File: src/rtl/wavetmr_pkg.sv
package wavetmr_pkg;
  typedef enum logic [1:0] {
    ACT_NONE = 2'b00,
    ACT_SET  = 2'b01,
    ACT_CLR  = 2'b10,
    ACT_TGL  = 2'b11
  } act_e;

  typedef struct packed {
    logic [13:0] rsv_hi;
    act_e        b_trg;
    act_e        b_per;
    act_e        b_cmp;
    logic [1:0]  rsv_mid;
    act_e        a_trg;
    act_e        a_per;
    act_e        a_cmp;
    logic        rsv_lo;
    logic [2:0]  clksel;
  } mode_t;

  localparam logic [31:0] MODE_WMASK = 32'h0003_F3F7;

  localparam logic [4:0] ADR_MODE = 5'h00;
  localparam logic [4:0] ADR_CMPA = 5'h04;
  localparam logic [4:0] ADR_CMPB = 5'h08;
  localparam logic [4:0] ADR_PER  = 5'h0C;
  localparam logic [4:0] ADR_CMD  = 5'h10;

  localparam int CMD_START = 0;
  localparam int CMD_STOP  = 1;
  localparam int CMD_TRIG  = 2;

  function automatic logic act_apply(input act_e a, input logic cur);
    case (a)
      ACT_SET: return 1'b1;
      ACT_CLR: return 1'b0;
      ACT_TGL: return ~cur;
      default: return cur;
    endcase
  endfunction
endpackage

File: src/rtl/wt_edge_sync.sv
module wt_edge_sync (
  input  logic clk,
  input  logic rst_n,
  input  logic async_in,
  output logic rise
);
  logic s1_q, s2_q, s3_q;

  always_ff @(posedge clk or negedge rst_n) begin
    if (!rst_n) begin
      s1_q <= 1'b0;
      s2_q <= 1'b0;
      s3_q <= 1'b0;
    end else begin
      s1_q <= async_in;
      s2_q <= s1_q;
      s3_q <= s2_q;
    end
  end

  assign rise = s2_q & ~s3_q;
endmodule

File: src/rtl/wt_prescaler.sv
module wt_prescaler #(
  parameter int PRE_W       = 7,
  parameter bit USE_GEN_CLK = 1'b0
) (
  input  logic       clk,
  input  logic       rst_n,
  input  logic       restart,
  input  logic       run,
  input  logic [2:0] sel,
  input  logic       slow_rise,
  input  logic       gen_rise,
  output logic       tick
);
  localparam int N_DIV = 4;

  logic [PRE_W-1:0] pre_q, pre_nx;
  logic [N_DIV-1:0] div_hit;
  logic             raw;

  always_comb begin
    pre_nx = restart ? '0 : pre_q + 1'b1;
  end

  always_ff @(posedge clk or negedge rst_n) begin
    if (!rst_n) pre_q <= '0;
    else        pre_q <= pre_nx;
  end

  // Divider d ends on the cycle where its low 2d+1 bits are all ones.
  for (genvar d = 0; d < N_DIV; d++) begin : g_div
    if (d == 0) begin : g_first
      if (USE_GEN_CLK) begin : g_gen
        assign div_hit[d] = gen_rise;
      end else begin : g_pre
        assign div_hit[d] = pre_q[0];
      end
    end else begin : g_rest
      assign div_hit[d] = &pre_q[2*d:0];
    end
  end

  always_comb begin
    raw  = sel[2] ? slow_rise : div_hit[sel[1:0]];
    tick = run & raw;
  end
endmodule

File: src/rtl/wt_counter.sv
module wt_counter #(
  parameter int CNT_W = 16
) (
  input  logic             clk,
  input  logic             rst_n,
  input  logic             tick,
  input  logic             clear,
  input  logic [CNT_W-1:0] per,
  input  logic [CNT_W-1:0] cmp_a,
  input  logic [CNT_W-1:0] cmp_b,
  output logic [CNT_W-1:0] cnt,
  output logic             hit_per,
  output logic             hit_a,
  output logic             hit_b
);
  logic [CNT_W-1:0] cnt_q, cnt_nx;

  always_comb begin
    hit_per = tick & (cnt_q == per);
    hit_a   = tick & (cnt_q == cmp_a);
    hit_b   = tick & (cnt_q == cmp_b);
    if (clear)        cnt_nx = '0;
    else if (hit_per) cnt_nx = '0;
    else if (tick)    cnt_nx = cnt_q + 1'b1;
    else              cnt_nx = cnt_q;
  end

  always_ff @(posedge clk or negedge rst_n) begin
    if (!rst_n) cnt_q <= '0;
    else        cnt_q <= cnt_nx;
  end

  assign cnt = cnt_q;
endmodule

File: src/rtl/wt_outpin.sv
module wt_outpin
  import wavetmr_pkg::*;
(
  input  logic clk,
  input  logic rst_n,
  input  logic trg,
  input  logic hit_per,
  input  logic hit_cmp,
  input  act_e act_trg,
  input  act_e act_per,
  input  act_e act_cmp,
  output logic pin
);
  logic pin_q, pin_nx;
  act_e act;

  always_comb begin
    if (trg)          act = act_trg;
    else if (hit_per) act = act_per;
    else if (hit_cmp) act = act_cmp;
    else              act = ACT_NONE;
    pin_nx = act_apply(act, pin_q);
  end

  always_ff @(posedge clk or negedge rst_n) begin
    if (!rst_n) pin_q <= 1'b0;
    else        pin_q <= pin_nx;
  end

  assign pin = pin_q;
endmodule

File: src/rtl/wavetmr.sv
module wavetmr
  import wavetmr_pkg::*;
#(
  parameter int CNT_W       = 16,
  parameter bit USE_GEN_CLK = 1'b0
) (
  input  logic        clk,
  input  logic        rst_n,
  input  logic        slow_clk,
  input  logic        gen_clk,
  input  logic        bus_wr,
  input  logic [4:0]  bus_addr,
  input  logic [31:0] bus_wdata,
  output logic [31:0] bus_rdata,
  output logic        out_a,
  output logic        out_b
);
  localparam int N_OUT = 2;
  localparam int PRE_W = 7;

  mode_t            mode_q;
  logic [CNT_W-1:0] cmpa_q, cmpb_q, per_q, cnt_q;
  logic             run_q, run_nx;
  logic             cmd_wr, trig;
  logic             slow_rise, gen_rise, tick;
  logic             hit_per, hit_a, hit_b;
  logic [N_OUT-1:0] hit_cmp, pins;
  act_e             act_trg [N_OUT];
  act_e             act_per [N_OUT];
  act_e             act_cmp [N_OUT];

  // register file
  always_comb begin
    cmd_wr = bus_wr && (bus_addr == ADR_CMD);
    trig   = cmd_wr & bus_wdata[CMD_TRIG];
    if (cmd_wr && bus_wdata[CMD_STOP])       run_nx = 1'b0;
    else if (cmd_wr && bus_wdata[CMD_START]) run_nx = 1'b1;
    else                                     run_nx = run_q;
  end

  always_ff @(posedge clk or negedge rst_n) begin
    if (!rst_n) begin
      mode_q <= '0;
      cmpa_q <= '0;
      cmpb_q <= '0;
      per_q  <= '0;
      run_q  <= 1'b0;
    end else begin
      run_q <= run_nx;
      if (bus_wr && bus_addr == ADR_MODE) mode_q <= mode_t'(bus_wdata & MODE_WMASK);
      if (bus_wr && bus_addr == ADR_CMPA) cmpa_q <= bus_wdata[CNT_W-1:0];
      if (bus_wr && bus_addr == ADR_CMPB) cmpb_q <= bus_wdata[CNT_W-1:0];
      if (bus_wr && bus_addr == ADR_PER)  per_q  <= bus_wdata[CNT_W-1:0];
    end
  end

  always_comb begin
    case (bus_addr)
      ADR_MODE: bus_rdata = 32'(mode_q);
      ADR_CMPA: bus_rdata = 32'(cmpa_q);
      ADR_CMPB: bus_rdata = 32'(cmpb_q);
      ADR_PER:  bus_rdata = 32'(per_q);
      default:  bus_rdata = '0;
    endcase
  end

  // tick generation
  wt_edge_sync u_slow_sync (.clk(clk), .rst_n(rst_n), .async_in(slow_clk), .rise(slow_rise));
  wt_edge_sync u_gen_sync  (.clk(clk), .rst_n(rst_n), .async_in(gen_clk),  .rise(gen_rise));

  wt_prescaler #(.PRE_W(PRE_W), .USE_GEN_CLK(USE_GEN_CLK)) u_pre (
    .clk(clk), .rst_n(rst_n), .restart(trig), .run(run_q), .sel(mode_q.clksel),
    .slow_rise(slow_rise), .gen_rise(gen_rise), .tick(tick)
  );

  wt_counter #(.CNT_W(CNT_W)) u_cnt (
    .clk(clk), .rst_n(rst_n), .tick(tick), .clear(trig), .per(per_q),
    .cmp_a(cmpa_q), .cmp_b(cmpb_q), .cnt(cnt_q),
    .hit_per(hit_per), .hit_a(hit_a), .hit_b(hit_b)
  );

  // output pins
  assign hit_cmp    = {hit_b, hit_a};
  assign act_trg[0] = mode_q.a_trg;
  assign act_per[0] = mode_q.a_per;
  assign act_cmp[0] = mode_q.a_cmp;
  assign act_trg[1] = mode_q.b_trg;
  assign act_per[1] = mode_q.b_per;
  assign act_cmp[1] = mode_q.b_cmp;

  for (genvar g = 0; g < N_OUT; g++) begin : g_pin
    wt_outpin u_pin (
      .clk(clk), .rst_n(rst_n), .trg(trig), .hit_per(hit_per), .hit_cmp(hit_cmp[g]),
      .act_trg(act_trg[g]), .act_per(act_per[g]), .act_cmp(act_cmp[g]), .pin(pins[g])
    );
  end

  assign out_a = pins[0];
  assign out_b = pins[1];
endmodule

File: config.mk
export PLATFORM = sky130hd
export DESIGN_NAME = wavetmr
export DESIGN_NICKNAME = d
export VERILOG_FILES = /design/src/rtl/wavetmr_pkg.sv /design/src/rtl/wt_edge_sync.sv /design/src/rtl/wt_prescaler.sv /design/src/rtl/wt_counter.sv /design/src/rtl/wt_outpin.sv /design/src/rtl/wavetmr.sv
export SDC_FILE = /design/constraint.sdc
export NUM_CORES = 1
export LEC_CHECK = 0
export BUFFER_PORTS_ARGS = -buffer_cell sky130_fd_sc_hd__buf_2
export CAP_MARGIN = 40
export CORE_UTILIZATION = 30
export DETAILED_ROUTE_END_ITERATION = 10
export SKIP_LAST_GASP = 1
export SYNTH_ARGS = -nofsm -noshare
export SYNTH_HDL_FRONTEND = slang
export SYNTH_SLANG_ARGS = --single-unit
File: constraint.sdc
create_clock -name clk -period 5.7 [get_ports clk]
set_input_delay 0.855 -clock clk [delete_from_list [all_inputs] [get_ports clk]]
set_output_delay 0.855 -clock clk [all_outputs]
set_load 0.02 [all_outputs]
==> metrics.txt <==
DRC errors left 0; Rows 47; fmax roughly 0.31 GHz; slowest CP cell mux4_2; CP startpoint kind input pin; vias in the first global route roughly 3,600; CTS tree done; library cells used by synthesis 53; Leak 2.55 nW; Clock transition at path regs 0.06 ns; first-pass GRT wire length about 21,000 um; die area roughly 18,000 um2; Initial Utilization 0.309; post-CTS setup buffers 0; largest net degree at the start of global routing 50; DP Worst Slack 2.48 ns; Die Y roughly 130 um; hold_buf cts 0; # setup viols final 0; Setup Skew about 0.0092 ns; Yosys warning count 0; CTS Buf Count 9; Final period util 0.563; CTS max path bufs 2; 1st-iter DRT viols 163; fin crit period approximately 3.2 ns; worst skew pair latency 0.35 ns; kind of end point of the critical path output pin; via count 3,555; Port Buf Inserts 46; most common cell after layout, fill and taps aside dfrtp_1; Post-synth EDFFs 0; WP data arrival 2.36 ns; Layout area overhead 11.5%; Vias per Instance roughly 5.1; GR Overflow Total 0; Synth Register Bits just over 90; die width 133 um; CP Class input pin to output pin; Antenna Violating Nets Remaining 0; Post-Synthesis Cells between 400 and 500; nets approximately 520; DPL Wire Length 9490 um; initial antenna violation count 0; CP most frequent cell buf_2; worst path required time roughly 4.9 ns; ys flop type dfrtp_1; Worst VDD drop about 0.00015 V; Slew Limit Fails 0; multi-input logic area 2590 um2; RSZ-0062 raised after global routing false; crit path cell chain buf_2 > mux4_2 > and2_1 > buf_2; Max-slew headroom 0.534; post-route setup slack 2.49 ns; clk sinks a little over 90; power per standard cell area ~340 nW/um2; Max Cap Viol 0; routability-driven placement congestion ratio ~0.93; endpoints failing hold 0; fillers 1,698; CTS HTree Levels 3; Top Ports 76; wire per inst approximately 19 um; status complete, no violations; most frequent cells in the layout 92 x dfrtp_1, 66 x mux2_2, 45 x buf_2; share of cells above drive strength 1 0.315; Total Routing Usage GR 0.157; WL final around 13,000 um; Sequential Area roughly 2300 um2; core area roughly 17,000 um2; crit-path max cell delay around 0.6 ns; n_diodes 0; worst slew pin tran 0.699 ns; First-pass DRT Iterations 5; FFs w/ async S/R, synth 1.00; Post-Syn Area per Cell around 12 um2; Netlist Area Pre-Place roughly 5200 um2; Seq/Total Area, Yosys 0.446; Crit Path Max Fanout 21; cts repair resizes 0; HP Class flip-flop to flip-flop; Fin Setup TNS 0 ns; root buf cell clkbuf_16
## cells in the mapped netlist (2+ instances only)
| master | number | area [um2] |
|---|---|---|
| dfrtp_1 | 92 | 2300 |
| mux2_2 | 66 | 743 |
| xnor2_1 | 33 | 289 |
| nor2_1 | 27 | 101 |
| xor2_1 | 24 | 210 |
| and2_1 | 19 | 119 |
| nand2_1 | 18 | 67.6 |
| buf_4 | 17 | 128 |
| nand3_1 | 16 | 80.1 |
| nand4_1 | 14 | 87.6 |
| mux4_2 | 12 | 270 |
| buf_2 | 10 | 50.1 |
| o21ai_0 | 9 | 45.0 |
| clkbuf_1 | 8 | 30.0 |
| buf_6 | 7 | 78.8 |
| nor4_1 | 7 | 43.8 |
| or3_1 | 6 | 37.5 |
| a21oi_1 | 5 | 25.0 |
| a31oi_1 | 4 | 25.0 |
| and3_1 | 4 | 25.0 |
| ha_1 | 4 | 50.1 |
| inv_1 | 4 | 15.0 |
| a22oi_1 | 3 | 22.5 |
| a211oi_1 | 2 | 15.0 |
| a221o_1 | 2 | 20.0 |
| nand3b_1 | 2 | 15.0 |
## area by class of cell
type / instances / area share
clock buffer: 12 / 0.0428
clock inverter: 4 / 0.00848
inverter: 4 / 0.00261
multi-input combinational: 316 / 0.450
sequential: 92 / 0.400
tap: 220 / 0.0478
timing repair buffer: 52 / 0.0483
## state kept, by name, indices dropped and copies added (netlist names)
| name | cells |
|---|---|
| g_pin.u_pin.pin | 2 |
| per_q | 16 |
| u_cnt.cnt | 16 |
| mode_q | 3 |
| u_slow_sync.s1_q | 1 |
| cmpa_q | 16 |
| u_slow_sync.s2_q | 1 |
| act_per | 4 |
| act_trg | 4 |
| u_pre.pre_q | 7 |
| cmpb_q | 16 |
| run_q | 1 |
| u_slow_sync.s3_q | 1 |
| act_cmp | 4 |
## where the power goes
group / internal, mW / switching (mW) / total (mW)
registers: 0.781 / 0.148 / 0.929
logic: 0.224 / 0.199 / 0.423
clock network: 0.351 / 0.249 / 0.601
## cells by family (layout without fill, tap and decap cells)
kind of cell | after synthesis | count (layout) | share of synthesized area
simple gates | 127 | 127 | 0.137
fa+ha+maj | 4 | 4 | 0.00970
xor+xnor | 57 | 57 | 0.0968
mux | 80 | 80 | 0.203
flops | 92 | 92 | 0.446
compound gates | 34 | 34 | 0.0444
other cells | 1 | 14 | 0.000727
buf+inv | 47 | 72 | 0.0614
## final timing paths
kind | from | to | slack (ns) | depth (start not counted)
max | bus_addr[2] | bus_rdata[15] | 2.49 | 4
min | u_slow_sync.s1_q | u_slow_sync.s2_q | 0.35 | 0
max reg2reg | u_cnt.cnt[4] | g_pin[1].u_pin.pin | 2.72 | 6
min reg2reg | u_slow_sync.s1_q | u_slow_sync.s2_q | 0.35 | 0
max in group asynchronous | rst_n | cmpb_q[7] | 4.16 | 2
min in group asynchronous | rst_n | u_pre.pre_q[2] | 0.49 | 1
## worst max-delay path: cells and delay by family
family	cells	cell delay [ns]
mux	1	0.61
simple gates	1	0.17
buf+inv	2	0.70
## stage by stage
| step | total power [mW] | util | cells | cell area (um2) | hold slack [ns] |
|---|---|---|---|---|---|
| final | 1.95 | 0.345 | 700 | 5750 | 0.350 |
| after global routing | 2.05 | 0.345 | 700 | 5750 | 0.366 |
| after CTS | 1.97 | 0.345 | 700 | 5750 | 0.353 |
| after detailed placement | 1.36 | 0.327 | 684 | 5460 | 0.338 |
| after global placement | 1.35 | 0.327 | 684 | 5460 | 0.334 |
| after floorplan | 1.22 | - | 455 | 5210 | 0.331 |
## layer usage
layer | vias up | track usage | wire length [um] | share of wire
met5 | - | 0 | 0 | 0
met4 | 0 | 0.0732 | 433 | 0.033
met3 | 26 | 0.0335 | 590 | 0.045
met2 | 122 | 0.253 | 6190 | 0.47
met1 | 1789 | 0.201 | 5890 | 0.45
li1 | 1618 | - | - | -
Power figures use the tool's default switching activity.
